<file path="config.mk">
export PLATFORM = sky130hd
export DESIGN_NAME = cfgbank_top
export DESIGN_NICKNAME = d
export VERILOG_FILES = /design/src/rtl/cfgbank_pkg.sv /design/src/rtl/cfgbank_kick.sv /design/src/rtl/cfgbank_wpreg.sv /design/src/rtl/cfgbank_devctl.sv /design/src/rtl/cfgbank_top.sv
export SDC_FILE = /design/constraint.sdc
export NUM_CORES = 1
export LEC_CHECK = 0
export ABC_AREA = 1
export BUFFER_PORTS_ARGS = -buffer_cell sky130_fd_sc_hd__buf_2
export CAP_MARGIN = 10
export CORE_MARGIN = 5
export CORE_UTILIZATION = 54
export DETAILED_ROUTE_END_ITERATION = 8
export PLACE_DENSITY = 0.95
export SYNTH_ARGS = -nofsm -noshare
export SYNTH_HDL_FRONTEND = slang
export SYNTH_SLANG_ARGS = --single-unit
export TNS_END_PERCENT = 20
</file>
<file path="constraint.sdc">
create_clock -name clk -period 3.1 [get_ports clk]
set_input_delay 0.465 -clock clk [delete_from_list [all_inputs] [get_ports clk]]
set_output_delay 0.465 -clock clk [all_outputs]
set_load 0.05 [all_outputs]
</file>
<file path="src/rtl/cfgbank_pkg.sv">
package cfgbank_pkg;
  localparam int ADDR_W = 20;
  localparam int DATA_W = 32;

  localparam logic [ADDR_W-1:0] A_STATUS = 20'h00000;
  localparam logic [ADDR_W-1:0] A_REV    = 20'h00008;
  localparam logic [ADDR_W-1:0] A_KICK0  = 20'h00038;
  localparam logic [ADDR_W-1:0] A_KICK1  = 20'h0003C;
  localparam logic [ADDR_W-1:0] A_LOCK   = 20'h40004;
  localparam logic [ADDR_W-1:0] A_DEVCTL = 20'h40008;
  localparam logic [ADDR_W-1:0] A_ONCE   = 20'h40010;
  localparam logic [ADDR_W-1:0] A_KEEPON = 20'h4002C;

  localparam logic [DATA_W-1:0] KICK_KEY0 = 32'h83E70B13;
  localparam logic [DATA_W-1:0] KICK_KEY1 = 32'h95A4F1E0;
  localparam logic [DATA_W-1:0] LOCK_KEY  = 32'h0F0A0B00;

  localparam logic [1:0] CODE_OFF   = 2'd0;
  localparam logic [1:0] CODE_ON_LO = 2'd1;
  localparam logic [1:0] CODE_ON_HI = 2'd3;

  localparam int WP_PLAIN  = 0;
  localparam int WP_ONCE   = 1;
  localparam int WP_STICKY = 2;

  typedef enum logic [1:0] {
    KS_LOCKED = 2'd0,
    KS_HALF   = 2'd1,
    KS_OPEN   = 2'd2
  } kick_state_e;
endpackage

</file>
<file path="src/rtl/cfgbank_kick.sv">
module cfgbank_kick
  import cfgbank_pkg::*;
(
  input  logic              clk,
  input  logic              rst_n,
  input  logic              wr_k0,
  input  logic              wr_k1,
  input  logic [DATA_W-1:0] wdata,
  output kick_state_e       state_o,
  output logic              open_o
);
  kick_state_e state_q, state_d;

  always_comb begin
    state_d = state_q;
    if (wr_k0)
      state_d = (wdata == KICK_KEY0) ? KS_HALF : KS_LOCKED;
    else if (wr_k1)
      state_d = (wdata == KICK_KEY1 && state_q == KS_HALF) ? KS_OPEN : KS_LOCKED;
  end

  always_ff @(posedge clk) begin
    if (!rst_n) state_q <= KS_LOCKED;
    else        state_q <= state_d;
  end

  assign state_o = state_q;
  assign open_o  = (state_q == KS_OPEN);

  // the open state is only ever entered straight from the half state
  p_open_from_half_r2: assert property (@(posedge clk) disable iff (!rst_n)
    (state_q == KS_OPEN && $past(state_q) != KS_OPEN) |-> ($past(state_q) == KS_HALF && $past(wr_k1)));

  // a wrong key in either kick register relocks
  p_bad_key_locks_r4: assert property (@(posedge clk) disable iff (!rst_n)
    ((wr_k0 && wdata != KICK_KEY0) || (wr_k1 && wdata != KICK_KEY1)) |=> state_q == KS_LOCKED);
endmodule

</file>
<file path="src/rtl/cfgbank_wpreg.sv">
module cfgbank_wpreg
  import cfgbank_pkg::*;
#(
  parameter int W    = 32,
  parameter int MODE = WP_PLAIN
) (
  input  logic         clk,
  input  logic         rst_n,
  input  logic         wr_en,
  input  logic [W-1:0] wdata,
  output logic [W-1:0] q
);
  generate
    if (MODE == WP_ONCE) begin : g_once
      logic done_q;
      always_ff @(posedge clk) begin
        if (!rst_n) begin
          q      <= '0;
          done_q <= 1'b0;
        end else if (wr_en && !done_q) begin
          q      <= wdata;
          done_q <= 1'b1;
        end
      end
      // once the first write is taken the contents never move
      p_once_hold_r10: assert property (@(posedge clk) disable iff (!rst_n)
        $past(done_q) |-> $stable(q));
    end else if (MODE == WP_STICKY) begin : g_sticky
      always_ff @(posedge clk) begin
        if (!rst_n)     q <= '0;
        else if (wr_en) q <= q | wdata;
      end
      // no set bit ever clears outside reset
      p_sticky_r9: assert property (@(posedge clk) disable iff (!rst_n)
        ($past(q) & ~q) == '0);
    end else begin : g_plain
      always_ff @(posedge clk) begin
        if (!rst_n)     q <= '0;
        else if (wr_en) q <= wdata;
      end
    end
  endgenerate
endmodule

</file>
<file path="src/rtl/cfgbank_devctl.sv">
module cfgbank_devctl
  import cfgbank_pkg::*;
#(
  parameter int N_FIELDS = 12
) (
  input  logic              clk,
  input  logic              rst_n,
  input  logic              wr_en,
  input  logic [DATA_W-1:0] wdata,
  output logic [DATA_W-1:0] ctl_o
);
  localparam int LO_BITS = 2 * N_FIELDS;

  logic [1:0] fld_q [N_FIELDS];
  logic [1:0] hi_q;
  logic [1:0] hi_code;
  logic       unused_rsvd;

  assign unused_rsvd = ^wdata[29:LO_BITS];
  assign hi_code     = wdata[31:30];

  genvar f;
  generate
    for (f = 0; f < N_FIELDS; f++) begin : g_fld
      logic [1:0] code;
      assign code = wdata[2*f +: 2];
      always_ff @(posedge clk) begin
        if (!rst_n)
          fld_q[f] <= CODE_OFF;
        else if (wr_en && (code == CODE_ON_LO || code == CODE_OFF))
          fld_q[f] <= code;
      end
      // a field only ever holds a legal code
      p_field_code_r7: assert property (@(posedge clk) disable iff (!rst_n)
        (fld_q[f] == CODE_OFF || fld_q[f] == CODE_ON_LO));
    end
  endgenerate

  always_ff @(posedge clk) begin
    if (!rst_n)
      hi_q <= CODE_OFF;
    else if (wr_en && hi_q != CODE_ON_HI && (hi_code == CODE_ON_HI || hi_code == CODE_OFF))
      hi_q <= hi_code;
  end

  // the top field stays enabled once enabled
  p_hi_latch_r8: assert property (@(posedge clk) disable iff (!rst_n)
    ($past(hi_q) == CODE_ON_HI) |-> (hi_q == CODE_ON_HI));

  always_comb begin
    ctl_o = '0;
    for (int i = 0; i < N_FIELDS; i++) ctl_o[2*i +: 2] = fld_q[i];
    ctl_o[31:30] = hi_q;
  end
endmodule

</file>
<file path="src/rtl/cfgbank_top.sv">
module cfgbank_top
  import cfgbank_pkg::*;
#(
  parameter int         STICKY_N = 8,
  parameter int         N_FIELDS = 12,
  parameter logic [3:0] REV      = 4'h2
) (
  input  logic                clk,
  input  logic                rst_n,
  input  logic [ADDR_W-1:0]   bus_addr,
  input  logic                bus_we,
  input  logic [DATA_W-1:0]   bus_wdata,
  output logic [DATA_W-1:0]   bus_rdata,
  output logic                bus_wr_err,
  input  logic [DATA_W-1:0]   dev_status_i,
  output logic [DATA_W-1:0]   dev_ctl_o,
  output logic [STICKY_N-1:0] dev_keep_on_o,
  output logic [DATA_W-1:0]   once_cfg_o,
  output logic                bank_open_o
);
  localparam int PAD_W = DATA_W - STICKY_N;

  kick_state_e       kick_state;
  logic [DATA_W-1:0] lock_q;
  logic              hit_ctl, hit_once, hit_keep;
  logic              ctl_ok, wr_ctl, wr_once, wr_keep, drop, err_q;

  assign hit_ctl  = bus_we && (bus_addr == A_DEVCTL);
  assign hit_once = bus_we && (bus_addr == A_ONCE);
  assign hit_keep = bus_we && (bus_addr == A_KEEPON);

  assign ctl_ok  = bank_open_o && (lock_q == LOCK_KEY);
  assign wr_ctl  = hit_ctl && ctl_ok;
  assign wr_once = hit_once && bank_open_o;
  assign wr_keep = hit_keep && bank_open_o;
  assign drop    = (hit_ctl && !ctl_ok) || ((hit_once || hit_keep) && !bank_open_o);

  cfgbank_kick u_kick (
    .clk     (clk),
    .rst_n   (rst_n),
    .wr_k0   (bus_we && bus_addr == A_KICK0),
    .wr_k1   (bus_we && bus_addr == A_KICK1),
    .wdata   (bus_wdata),
    .state_o (kick_state),
    .open_o  (bank_open_o)
  );

  cfgbank_wpreg #(.W(DATA_W), .MODE(WP_PLAIN)) u_lock (
    .clk   (clk),
    .rst_n (rst_n),
    .wr_en (bus_we && bus_addr == A_LOCK),
    .wdata (bus_wdata),
    .q     (lock_q)
  );

  cfgbank_wpreg #(.W(DATA_W), .MODE(WP_ONCE)) u_once (
    .clk   (clk),
    .rst_n (rst_n),
    .wr_en (wr_once),
    .wdata (bus_wdata),
    .q     (once_cfg_o)
  );

  cfgbank_wpreg #(.W(STICKY_N), .MODE(WP_STICKY)) u_keep (
    .clk   (clk),
    .rst_n (rst_n),
    .wr_en (wr_keep),
    .wdata (bus_wdata[STICKY_N-1:0]),
    .q     (dev_keep_on_o)
  );

  cfgbank_devctl #(.N_FIELDS(N_FIELDS)) u_ctl (
    .clk   (clk),
    .rst_n (rst_n),
    .wr_en (wr_ctl),
    .wdata (bus_wdata),
    .ctl_o (dev_ctl_o)
  );

  always_ff @(posedge clk) begin
    if (!rst_n) err_q <= 1'b0;
    else        err_q <= drop;
  end
  assign bus_wr_err = err_q;

  always_comb begin
    case (bus_addr)
      A_STATUS: bus_rdata = dev_status_i;
      A_REV:    bus_rdata = {REV, 28'd0};
      A_KICK0:  bus_rdata = {30'd0, kick_state};
      A_LOCK:   bus_rdata = lock_q;
      A_DEVCTL: bus_rdata = dev_ctl_o;
      A_ONCE:   bus_rdata = once_cfg_o;
      A_KEEPON: bus_rdata = {{PAD_W{1'b0}}, dev_keep_on_o};
      default:  bus_rdata = '0;
    endcase
  end

  // a keep-on write while closed changes nothing and flags an error
  p_closed_drop_r5: assert property (@(posedge clk) disable iff (!rst_n)
    (hit_keep && !bank_open_o) |=> (bus_wr_err && $stable(dev_keep_on_o)));

  // a control write without the lock key is refused and flagged
  p_lock_gate_r6: assert property (@(posedge clk) disable iff (!rst_n)
    (hit_ctl && lock_q != LOCK_KEY) |=> (bus_wr_err && $stable(dev_ctl_o)));

  // write-once register never raises the error flag while open
  p_once_no_err_r10: assert property (@(posedge clk) disable iff (!rst_n)
    (hit_once && bank_open_o && !hit_ctl) |=> !bus_wr_err);
endmodule

</file>
==> qor.txt <==
Syn Area/Cell = 6.840 um2
total track usage = 30.19%
largest net degree at the start of global routing = 51
final-report hold violation count = 0
Starting Density = 55.29%
Hold Path Class = in -> reg
share of the yosys chip area belonging to registers = 42.23%
fin crit period = 2.605 ns
CTS Buf Count = 9
placer's final routability congestion estimate = 0.9427
Post-CTS Setup Inserts = 0
Synth Cell Area = 5404 um2
CP max-delay cell = buf_2
crit path DAT = 2.14 ns
CTS Hold Bufs = 0
Slew Limit Headroom = 26.34%
Met3 Wirelength = 2127 um
Pwr per Cell Area = 378.5 nW/um2
top cells by area, synth = dfxtp_1, edfxtp_1, nand2_1
post-route setup TNS = 0 ns
post-route ant nets = 0
layout cells sized above 1 = 23.70%
Maximum Capacitance Violations = 0
Final Net Count = 1066
Post-DP Area = 6507 um2
Reg2Reg Launch Point = u_kick.state_o[1]
Final setup viols = 0
clock skew = 0.01435 ns
DR vias = 6082
design area = 6704 um2
mean number of vias per cell = 5.450
period utilization = 84.03%
DRT met1 WL = 7270 um
Initial DRC Count = 577
critical path peak fanout = 10
synth warn = 0
worst reg2reg path depth = 9
Peak VDD IR = 197.5 uV
final WL = 18370 um
Worst path top cell family by delay = buffers and inverters
most frequent cells in the layout = nand2_1, buf_2, nor2_1
Synth top area share = 28.90%
Die X = 110.0 um
IO Pins = 193
# fillers = 836
clock latency on the worst-skew pair = 0.37 ns
CTS tree = done
drt wl/cell = 16.46 um
gate count of the mapped netlist = 790
H-tree levels = 3
initial antenna violation count = 0
P_leak = 0.003321 uW
num rows = 36
RSZ-0062 raised after global routing = no
Max stage delay on crit path = 0.30 ns
die footprint = 12110 um2
Slew @ Worst Pin = 1.104 ns
Synth Register Bits = 102
DRC errors left = 0
CTS Buffer Depth = 2
Port-buffer cells = 186
1st-pass router iterations = 5
post-CTS sizing = 0
Reg2Reg Setup Slack = 0.57 ns
area grow syn2layout = 24.06%
Fmax achieved = 383.9 MHz
clock root buffer = clkbuf_8
FF-to-FF End = u_ctl.fld_q[1][7]
CTS clk-pin slew, worst paths = 0.10 ns
DR top layer = met4
post-synth top area cell = dfxtp_1
Worst EP required = 2.63 ns
Crit Path Class = in -> out
Synth cell types = 29
commonest non-fill, non-tap cell in the layout = nand2_1
Die Y = 110.0 um
Hold Path Depth = 3
Core Region = 9774 um2
Congestion Overflow GR = 0
vias in the first global route = 5748
first-pass GRT wire length = 28590 um
clk sinks = 102
hold endpoint = u_lock.q[30]
CP cell instances = buf_2, nor2_2, nand2_1, nor3_1, nand3_1, inv_1, buf_4, nand2_1, o2111ai_1, buf_2
Slew Limit Fails = 0
WP buf/inv = 4
hpwl dp = 13730 um
hold wc startpoint = bus_wdata[30]
ANT cells = 0
Critical Path Source Type = input port
CP Capture Type = output pin
metal2 WL = 8549 um
outcome = finished clean
==> flip-flops by register name, indices dropped and copies added (netlist names) <==
signal,count
u_ctl.fld_q,24
u_ctl.hi_q,2
bus_wr_err,1
u_once.q,32
u_kick.state_o,2
u_lock.q,32
u_once.g_once.done_q,1
u_keep.q,8
==> power breakdown <==
group	switching [uW]	internal, uW
sequential	11.8	1380
clock	490	381
combinational	202	72.8
total	704	1830
==> layer usage <==
metal	track usage, %	vias to the layer above
met5	0	-
li1	-	2910
met4	9.795	0
met3	7.921	50
met2	49.35	387
met1	38.92	2735
==> kinds of logic (layout without fill, tap and decap cells) <==
group                    Yosys count  after routing  synth area share [%]
buffers and inverters            155            331                 12.04
flip-flops                       102            102                 42.23
adder cells (fa/ha/maj)            1              1                0.2315
AND/OR/NAND/NOR                  416            416                 33.02
other                              1             18               0.06939
AO/OA/AOI/OAI                    115            115                 12.41
==> worst max-delay path by stage <==
stage,from,to,slack (ns),depth (start not counted)
2_1_floorplan,bus_addr[15],bus_rdata[10],0.46,7
3_3_place_gp,bus_addr[15],bus_rdata[3],0.60,13
3_5_place_dp,bus_addr[9],u_ctl.fld_q[1][7],0.51,10
4_1_cts,bus_addr[7],bus_rdata[30],0.52,10
5_1_grt,bus_addr[7],bus_rdata[27],0.35,10
6_report,bus_addr[7],bus_rdata[30],0.50,10
==> cell type report <==
type / instances / area (um2) / area share, %
Clock buffer: 10 / 127.6 / 1.904
Clock inverter: 6 / 68.82 / 1.027
Inverter: 110 / 412.9 / 6.159
Multi-Input combinational cell: 550 / 2535 / 37.81
Sequential cell: 102 / 2282 / 34.04
Tap cell: 133 / 166.4 / 2.482
Timing Repair Buffer: 205 / 1111 / 16.57
==> synth_stat cells, drive strengths merged <==
cell type	instances
o22ai	6
nand2	192
nand3	29
nor2	134
buf	30
nand4	37
a21boi	1
a21oi	31
o21ai	53
nor3	19
dfxtp	78
o211ai	4
clkbuf	15
nor4	2
o221ai	1
edfxtp	24
nand3b	2
and2	1
conb	1
ha	1
inv	110
o2111ai	19
==> worst register-to-register path: stages (launching register included) <==
cell     delay (ns)
dfxtp_1        0.35
inv_1          0.09
nor2_1         0.34
nand3_1        0.23
inv_1          0.09
nand3_1        0.09
nor2_1         0.13
nand2_1        0.30
buf_12         0.28
o21ai_0        0.31
==> through the flow <==
| stage | hold WS, ns | instances | power [uW] | worst slack, ns | utilization, % |
|---|---|---|---|---|---|
| finish | 0.3428 | 1116 | 2538 | 0.4951 | 68.59 |
| global route | 0.3596 | 1116 | 2604 | 0.3483 | 68.59 |
| CTS | 0.3321 | 1116 | 2523 | 0.5206 | 68.59 |
| detailed placement | 0.4659 | 1100 | 1693 | 0.5105 | 66.58 |
| global placement | 0.4532 | 1100 | 1688 | 0.6020 | 66.58 |
| floorplan | 0.4534 | 807 | 1575 | 0.4610 | - |
(Power assumes the default switching activity.)
